**src/rtl/nfmul_pkg.sv**
```systemverilog
package nfmul_pkg;

  // Strobes from the control decision logic to the datapath.
  typedef struct packed {
    logic forceZero;   // emit the all-zero word
    logic shiftOne;    // normalize the product by one left shift
  } mulStrobe_t;

endpackage

```
**src/rtl/nfmul_control.sv**
```systemverilog
module nfmul_control
  import nfmul_pkg::*;
#(
  parameter int EXP_W = 8,
  parameter int BIAS  = 128
) (
  input  logic             normBit,
  input  logic [EXP_W+1:0] expSum,
  input  logic             mantMsbA,
  input  logic             mantMsbB,
  output mulStrobe_t       strobe
);

  localparam int SUM_W = EXP_W + 2;
  localparam logic [SUM_W-1:0] UNDER_LIMIT = SUM_W'(BIAS + 1);

  logic underflow;
  logic zeroOperand;

  always_comb begin
    // The sum is kept two bits wider than an exponent, so it never wraps here.
    underflow   = expSum < UNDER_LIMIT;
    zeroOperand = !mantMsbA || !mantMsbB;
    strobe.forceZero = underflow || zeroOperand;
    strobe.shiftOne  = !normBit;
  end

endmodule

```
**src/rtl/nfmul_datapath.sv**
```systemverilog
module nfmul_datapath
  import nfmul_pkg::*;
#(
  parameter int EXP_W = 8,
  parameter int MAN_W = 9,
  parameter int BIAS  = 128
) (
  input  logic [EXP_W+MAN_W:0] opA,
  input  logic [EXP_W+MAN_W:0] opB,
  input  mulStrobe_t           strobe,
  output logic                 normBit,
  output logic [EXP_W+1:0]     expSum,
  output logic                 mantMsbA,
  output logic                 mantMsbB,
  output logic [EXP_W+MAN_W:0] result
);

  localparam int WORD_W = 1 + EXP_W + MAN_W;
  localparam int PROD_W = 2 * MAN_W;
  localparam int SUM_W  = EXP_W + 2;
  localparam logic [SUM_W-1:0] BIAS_V = SUM_W'(BIAS);

  logic              signA, signB;
  logic [EXP_W-1:0]  expA, expB;
  logic [MAN_W-1:0]  mantA, mantB;
  logic [PROD_W-1:0] rawProd;
  logic [PROD_W-1:0] normProd;
  logic [SUM_W-1:0]  expAdj;
  logic [MAN_W-1:0]  mantOut;

  always_comb begin
    signA = opA[WORD_W-1];
    signB = opB[WORD_W-1];
    expA  = opA[WORD_W-2 -: EXP_W];
    expB  = opB[WORD_W-2 -: EXP_W];
    mantA = opA[MAN_W-1:0];
    mantB = opB[MAN_W-1:0];
    mantMsbA = mantA[MAN_W-1];
    mantMsbB = mantB[MAN_W-1];

    rawProd = {{MAN_W{1'b0}}, mantA} * {{MAN_W{1'b0}}, mantB};
    normBit = rawProd[PROD_W-1];
    expSum  = {2'b00, expA} + {2'b00, expB};

    normProd = strobe.shiftOne ? (rawProd << 1) : rawProd;
    mantOut  = normProd[PROD_W-1 -: MAN_W];
    expAdj   = expSum - BIAS_V - {{(SUM_W-1){1'b0}}, strobe.shiftOne};

    if (strobe.forceZero)
      result = '0;
    else
      result = {signA ^ signB, expAdj[EXP_W-1:0], mantOut};
  end

endmodule

```
**src/rtl/nfmul_core.sv**
```systemverilog
module nfmul_core
  import nfmul_pkg::*;
#(
  parameter int EXP_W = 8,
  parameter int MAN_W = 9,
  parameter int BIAS  = 128
) (
  input  logic [EXP_W+MAN_W:0] opA,
  input  logic [EXP_W+MAN_W:0] opB,
  output logic [EXP_W+MAN_W:0] product
);

  mulStrobe_t       strobe;
  logic             normBit;
  logic [EXP_W+1:0] expSum;
  logic             mantMsbA;
  logic             mantMsbB;

  nfmul_control #(.EXP_W(EXP_W), .BIAS(BIAS)) u_ctrl (
    .normBit (normBit),
    .expSum  (expSum),
    .mantMsbA(mantMsbA),
    .mantMsbB(mantMsbB),
    .strobe  (strobe)
  );

  nfmul_datapath #(.EXP_W(EXP_W), .MAN_W(MAN_W), .BIAS(BIAS)) u_dp (
    .opA     (opA),
    .opB     (opB),
    .strobe  (strobe),
    .normBit (normBit),
    .expSum  (expSum),
    .mantMsbA(mantMsbA),
    .mantMsbB(mantMsbB),
    .result  (product)
  );

endmodule

```
**config.mk**
```make
export PLATFORM = sky130hd
export DESIGN_NAME = nfmul_core
export DESIGN_NICKNAME = d
export VERILOG_FILES = /design/src/rtl/nfmul_pkg.sv /design/src/rtl/nfmul_control.sv /design/src/rtl/nfmul_datapath.sv /design/src/rtl/nfmul_core.sv
export SDC_FILE = /design/constraint.sdc
export NUM_CORES = 1
export LEC_CHECK = 0
export BUFFER_PORTS_ARGS = -buffer_cell sky130_fd_sc_hd__buf_2
export CORE_MARGIN = 5
export CORE_UTILIZATION = 60
export DETAILED_ROUTE_END_ITERATION = 10
export PLACE_DENSITY = 0.83
export SETUP_SLACK_MARGIN = 0.1
export SLEW_MARGIN = 20
export SYNTH_ARGS = -nofsm -noshare
export SYNTH_HDL_FRONTEND = slang
export SYNTH_SLANG_ARGS = --single-unit
```
**constraint.sdc**
```tcl
create_clock -name vclk -period 9.2
set_input_delay 0.92 -clock vclk [all_inputs]
set_output_delay 0.92 -clock vclk [all_outputs]
set_load 0.005 [all_outputs]
```
==> impl_metrics.sql, run 1 <==
INSERT INTO impl_metrics (metric_group, metric, value, unit) VALUES
('outcome', 'outcome', 'complete, no violations', ''),
('worst_setup_path', 'critical-path-slowest-cell', 'fa_1', ''),
('worst_setup_path', 'crit_type', 'in -> out', ''),
('pwr', 'internal-power', '341', 'µW'),
('sta', 'timing_worst_slew_pin_value', '0.581', 'ns'),
('routing', 'routed_via_density', '5.78', ''),
('placed_design', 'dp_hpwl', '7.10', 'mm'),
('worst_setup_path', 'critPathLaunchType', 'input port', ''),
('routing', 'detail_route.iter0.violations', '261', ''),
('grt', 'wire_length_of_the_first_global_routing_pass', '13.7', 'mm'),
('cells_and_area', 'area.growth.synth_to_final', '9.06', '%'),
('worst_setup_path', 'worst_ep_required_time', '8.28', 'ns'),
('worst_setup_path', 'critical_path.endpoint_type', 'output port', ''),
('pwr', 'power_switching_share', '56.8', '%'),
('worst_setup_path', 'critical-path-top-cell-by-count', 'fa_1', ''),
('sta', 'max_slew_margin', '61.1', '%'),
('routing', 'drt_drc_violations_left', '0', ''),
('pwr', 'p_per_area', '201', 'mW/mm²'),
('routing', 'drt_pre_antenna_iters', '5', ''),
('cells_and_area', 'final-seq-area', '0', 'µm²'),
('cells_and_area', 'post-route-util', '66.6', '%'),
('cts', 'ctsHoldBuffers', '0', ''),
('pwr', 'combPwrFrac', '100.0', '%'),
('yosys', 'syn_area_per_cell', '8.43', 'µm²'),
('cells_and_area', 'finalNetCount', '614', ''),
('pwr', 'peakVddDrop', '0.184', 'mV'),
('routing', 'vias', '3165', ''),
('sta', 'grt_setup_unrepaired', 'no', ''),
('worst_setup_path', 'critical_path.max_fanout', '9', ''),
('pwr', 'totalPowerFinal', '789', 'µW'),
('cells_and_area', 'layout-drive-gt1-share', '16.5', '%'),
('floorplanning', 'initial_util', '61.0', '%'),
('grt', 'first_global_vias', '3115', ''),
('sta', 'timing.final.crit_period', '7.99', 'ns'),
('sta', 'timing_max_transition_violations_final', '0', ''),
('yosys', 'yosys.cell_types.count', '58', ''),
('routing', 'avgRoutedWirePerCell', '14.9', 'µm'),
('routing', 'routed_wirelength', '8.19', 'mm'),
('cells_and_area', 'nFillCells', '501', ''),
('pwr', 'p_switching', '448', 'µW'),
('grt', 'antenna_found_initial', '0', ''),
('hold_path', 'holdCritPathClass', 'in -> out', ''),
('floorplanning', 'die_width', '87.4', 'µm'),
('grt', 'grt_util_all_layers', '21.5', '%'),
('cells_and_area', 'clkbuf_count', '0', ''),
('routing', 'route.antenna.remaining_nets', '0', ''),
('placed_design', 'place_congestion', '0.894', ''),
('floorplanning', 'die_area', '0.00763', 'mm²'),
('sta', 'timing_hold_violations_final', '0', ''),
('yosys', 'syn-num-nets', '565', ''),
('pwr', 'clock_power_share', '0', '%'),
('yosys', 'top_cells_by_area_synth', 'fa_1 28%, ha_1 18%, and2_1 8.2%', ''),
('cts', 'cts_resized', '0', ''),
('floorplanning', 'die_height', '87.4', 'µm'),
('cells_and_area', 'layout.sequential_cells', '0', ''),
('cells_and_area', 'layout_common_cells', '73 x inv_1, 54 x buf_2, 52 x ha_1, 51 x fa_1, 47 x and2_1', ''),
('yosys', 'synth_sequential_area_ratio', '0', '%'),
('floorplanning', 'top_level_ports', '54', ''),
('pwr', 'static-leakage-power', '0.00213', 'µW'),
('sta', 'total_neg_setup_slack', '0', 'ns'),
('yosys', 'syn-cell-area', '0.00359', 'mm²'),
('floorplanning', 'core_area', '0.00589', 'mm²'),
('pwr', 'pwr-share-seq', '0', '%'),
('worst_setup_path', 'cpPeakStageDelay', '0.55', 'ns'),
('sta', 'setup_viol', '0', ''),
('worst_setup_path', 'cp_data_arrival_time', '7.07', 'ns'),
('sta', 'min_period_over_period', '86.9', '%'),
('yosys', 'dominant_cell_type_by_area_after_synthesis', 'fa_1', ''),
('cells_and_area', 'layout.cells.most_common', 'inv_1', ''),
('grt', 'grt-ovfl-total', '0', ''),
('grt', 'grt_start_max_net_pins', '13', ''),
('run', 'number_of_max_capacitance_violations_reported', '0', ''),
('yosys', 'synthesis.instances', '426', ''),
('yosys', 'yosys_warnings', '0', ''),
('cells_and_area', 'insertedDiodeCount', '0', ''),
('floorplanning', 'std_cell_rows', '28', ''),
('placed_design', 'port_buffers', '54', ''),
('yosys', 'yosys.area.top_type_share', '28.4', '%'),
('cts', 'post-cts-setup-buffer-count', '0', ''),
('sta', 'achievable-frequency', '125', 'MHz');
-- synth_stat cells (2+ instances only) --
cell type,n
nand2_1,37
a21oi_4,2
a21oi_1,19
o21a_1,2
o21bai_1,3
o22ai_1,2
buf_2,4
nor3_2,2
o211a_1,3
xnor2_1,10
nand4_1,2
nand3_1,2
nor3_1,4
a2111oi_4,2
mux2i_1,2
and2_1,47
and2_2,5
ha_1,52
o311ai_0,2
a21o_1,10
nor2_1,17
o21ai_1,5
clkbuf_1,2
and3_1,6
inv_1,73
fa_1,51
o21ai_0,15
a211oi_1,2
nor2b_1,4
xor2_1,6
o211ai_1,5
and4b_4,2
-- power by group through the flow --
| stage | sequential, µW | combinational [µW] | clock (µW) |
|---|---|---|---|
| finish | 0 | 789 | 0 |
| global route | 0 | 890 | 0 |
| CTS | 0 | 788 | 0 |
| detailed placement | 0 | 781 | 0 |
| global placement | 0 | 761 | 0 |
| floorplan | 0 | 605 | 0 |
-- worst paths after layout --
path	startpoint	end	slack (ns)	depth (start not counted)
worst min-delay path	opA[17]	product[17]	2.16	4
worst max-delay path	opA[3]	product[16]	1.21	26
-- per-layer routing --
metal | global-route usage (%) | wire length [µm]
met5 | 0 | 0
met4 | 2.23 | 61
met3 | 0.473 | 275
met2 | 40.3 | 4360
met1 | 28.5 | 3490
-- stage by stage --
step / std cells / setup WS (ns) / hold WS (ns) / cell area (µm²)
4_1_cts: 548 / 1.22 / 2.17 / 3920
3_5_place_dp: 548 / 1.23 / 2.17 / 3920
3_3_place_gp: 548 / 1.44 / 2.15 / 3920
2_1_floorplan: 426 / 1.87 / 1.97 / 3590
5_1_grt: 548 / 0.880 / 2.18 / 3920
6_report: 548 / 1.21 / 2.16 / 3920
-- layout make-up --
class                           instances  area, µm²  share of cell area [%]
Inverter                               73        274                    6.99
Tap cell                               75       93.8                    2.40
Multi-Input combinational cell        346       3280                    83.7
Timing Repair Buffer                   54        270                    6.90
-- worst max-delay path, delay by kind of cell --
kind	cells	cell delay, ns
buf+inv	6	0.46
xor+xnor	1	0.32
simple gates	8	1.56
fa+ha+maj	8	3.30
compound gates	3	0.49
-- logic make-up (layout without fill, tap and decap cells) --
logic type	count (synthesis)	count (layout)	share of synthesized area, %
buf+inv	80	127	8.71
fa+ha+maj	103	103	46.5
xor+xnor	17	17	4.53
mux	2	2	0.557
compound gates	85	85	17.9
simple gates	139	139	21.8
(Power assumes the default switching activity.)
==> run 2, diff against run 1 <==
--- a/config.mk
+++ b/config.mk
@@ -9,9 +9,9 @@
 export CORE_MARGIN = 5
 export CORE_UTILIZATION = 60
 export DETAILED_ROUTE_END_ITERATION = 10
-export PLACE_DENSITY = 0.83
+export GPL_TIMING_DRIVEN = 0
+export PLACE_DENSITY = 0.84
 export SETUP_SLACK_MARGIN = 0.1
-export SLEW_MARGIN = 20
 export SYNTH_ARGS = -nofsm -noshare
 export SYNTH_HDL_FRONTEND = slang
 export SYNTH_SLANG_ARGS = --single-unit
==> run 2 against run 1 <==
- utilization is 0.40 points higher
- final cell count grew 0.73%
- first-iteration DRC count shrank 27%
- worst hold slack better by 0.0059 ns
- via count rose by 1.8%
- setup slack got worse by 0.080 ns
- critical path type unchanged
- highest routed layer unchanged
==> impl_metrics.sql, run 2 (synthesis gave the netlist of run 1 again) <==
INSERT INTO impl_metrics (metric_group, metric, value, unit) VALUES
('run', 'number_of_max_capacitance_violations_reported', '0', ''),
('grt', 'grt-ovfl-total', '0', ''),
('cts', 'post-cts-setup-buffer-count', '0', ''),
('cells_and_area', 'layout.cell_area.non_filler', '0.00394', 'mm²'),
('floorplanning', 'top_level_ports', '54', ''),
('cells_and_area', 'layout.cells.most_common', 'inv_1', ''),
('worst_setup_path', 'critPathLaunchType', 'input port', ''),
('worst_setup_path', 'critical_path.endpoint_type', 'output port', ''),
('grt', 'grt_util_all_layers', '22.3', '%'),
('floorplanning', 'core_area', '0.00589', 'mm²'),
('cells_and_area', 'layout.cells.non_filler', '552', ''),
('worst_setup_path', 'cp_data_arrival_time', '7.16', 'ns'),
('cells_and_area', 'clkbuf_count', '0', ''),
('floorplanning', 'die_area', '0.00763', 'mm²'),
('pwr', 'pwr-share-seq', '0', '%'),
('sta', 'timing_max_transition_violations_final', '0', ''),
('placed_design', 'dpl.cell_count', '552', ''),
('placed_design', 'placed_area', '0.00394', 'mm²'),
('placed_design', 'port_buffers', '51', ''),
('cells_and_area', 'nFillCells', '492', ''),
('pwr', 'combPwrFrac', '100.0', '%'),
('floorplanning', 'die_height', '87.4', 'µm'),
('hold_path', 'holdCritPathClass', 'in -> out', ''),
('pwr', 'power_switching_share', '56.9', '%'),
('floorplanning', 'initial_util', '61.0', '%'),
('routing', 'routed_wirelength', '8.33', 'mm'),
('pwr', 'p_switching', '451', 'µW'),
('routing', 'route.antenna.remaining_nets', '0', ''),
('worst_setup_path', 'worst_ep_required_time', '8.28', 'ns'),
('cells_and_area', 'layout-drive-gt1-share', '16.8', '%'),
('routing', 'routed_via_density', '5.84', ''),
('routing', 'detail_route.iter0.violations', '191', ''),
('sta', 'grt_setup_unrepaired', 'no', ''),
('sta', 'timing.final.crit_period', '8.08', 'ns'),
('pwr', 'totalPowerFinal', '792', 'µW'),
('placed_design', 'dp_hpwl', '7.12', 'mm'),
('pwr', 'static-leakage-power', '0.00214', 'µW'),
('routing', 'drt_pre_antenna_iters', '5', ''),
('worst_setup_path', 'crit_type', 'in -> out', ''),
('sta', 'timing_hold_violations_final', '0', ''),
('sta', 'timing_worst_slew_pin_value', '0.601', 'ns'),
('hold_path', 'hold_start', 'opA[17]', ''),
('cells_and_area', 'multi_input_logic_area', '0.00328', 'mm²'),
('worst_setup_path', 'critical_path.max_fanout', '9', ''),
('grt', 'antenna_found_initial', '0', ''),
('pwr', 'p_per_area', '201', 'mW/mm²'),
('sta', 'total_neg_setup_slack', '0', 'ns'),
('pwr', 'clock_power_share', '0', '%'),
('routing', 'avgRoutedWirePerCell', '15.1', 'µm'),
('worst_setup_path', 'timing.critical_path.from', 'opB[2]', ''),
('placed_design', 'place_congestion', '0.945', ''),
('sta', 'min_period_over_period', '87.8', '%'),
('cts', 'ctsHoldBuffers', '0', ''),
('outcome', 'outcome', 'complete, no violations', ''),
('cells_and_area', 'layout.sequential_cells', '0', ''),
('cells_and_area', 'area.growth.synth_to_final', '9.72', '%'),
('cells_and_area', 'layout_common_cells', '73 x inv_1, 55 x buf_2, 52 x ha_1, 51 x fa_1, 47 x and2_1', ''),
('sta', 'setup_ws', '1.12', 'ns'),
('cts', 'cts_resized', '0', ''),
('sta', 'achievable-frequency', '124', 'MHz'),
('pwr', 'peakVddDrop', '0.169', 'mV'),
('sta', 'max_slew_margin', '58.9', '%'),
('cells_and_area', 'finalNetCount', '618', ''),
('cells_and_area', 'insertedDiodeCount', '0', ''),
('hold_path', 'worst_hold_path.num_cells', '4', ''),
('cells_and_area', 'final-seq-area', '0', 'µm²'),
('routing', 'drt_drc_violations_left', '0', ''),
('grt', 'first_global_vias', '3196', ''),
('pwr', 'internal-power', '341', 'µW'),
('grt', 'wire_length_of_the_first_global_routing_pass', '14.1', 'mm'),
('floorplanning', 'std_cell_rows', '28', ''),
('placed_design', 'dp_slack', '1.16', 'ns'),
('grt', 'grt_start_max_net_pins', '11', ''),
('routing', 'vias', '3223', ''),
('sta', 'setup_viol', '0', ''),
('floorplanning', 'die_width', '87.4', 'µm');
-- run 2: cell count changes in the layout (fill, tap and decap cells not counted) --
cell,before,now
buf_2,54,55
clkbuf_1,0,2
buf_6,0,1
-- run 2: layout make-up --
class,count,area share (%)
multi-input cells,346,83.2
inverters,73,6.95
repair buffers,51,6.48
well taps,75,2.38
plain buffers,7,0.984
-- run 2: stage by stage --
step | utilization (%) | hold WS, ns
finish | 67.0 | 2.17
global route | 67.0 | 2.20
CTS | 67.0 | 2.17
detailed placement | 67.0 | 2.17
global placement | 67.0 | 2.15
floorplan | - | 1.97
-- run 2: worst paths after layout --
path / slack [ns] / to
worst max-delay path: 1.12 / product[16]
worst min-delay path: 2.17 / product[17]
-- run 2: power by group through the flow --
| stage | registers [µW] | clock network [µW] | logic (µW) |
|---|---|---|---|
| 2_1_floorplan | 0 | 0 | 605 |
| 3_3_place_gp | 0 | 0 | 765 |
| 3_5_place_dp | 0 | 0 | 782 |
| 4_1_cts | 0 | 0 | 788 |
| 5_1_grt | 0 | 0 | 892 |
| 6_report | 0 | 0 | 792 |
-- run 2: critical path, cell delays in order --
cell and delay, ns:
clkbuf_1 0.35, nand2_1 0.15, fa_1 0.55, inv_1 0.05, fa_1 0.47, fa_1 0.49
inv_1 0.05, fa_1 0.52, inv_1 0.04, ha_1 0.38, a21o_1 0.24, a21oi_1 0.11
or3_4 0.43, a21oi_4 0.28, nor2_1 0.09, ha_1 0.20, inv_1 0.05, ha_1 0.16
inv_1 0.05, fa_1 0.38, nor2b_1 0.24, nor3_1 0.10, o21bai_1 0.15, a21oi_1 0.10
xnor3_1 0.31, and2_1 0.16, buf_2 0.12
-- run 2: layer usage --
| layer | part of all wire, % | track usage [%] | up-vias |
|---|---|---|---|
| met2 | 54 | 40.5 | 91 |
| met1 | 41 | 29.5 | 1605 |
| li1 | - | - | 1515 |
| met4 | 1.0 | 4.60 | 0 |
| met3 | 4.1 | 0.757 | 12 |
| met5 | 0 | 0 | - |
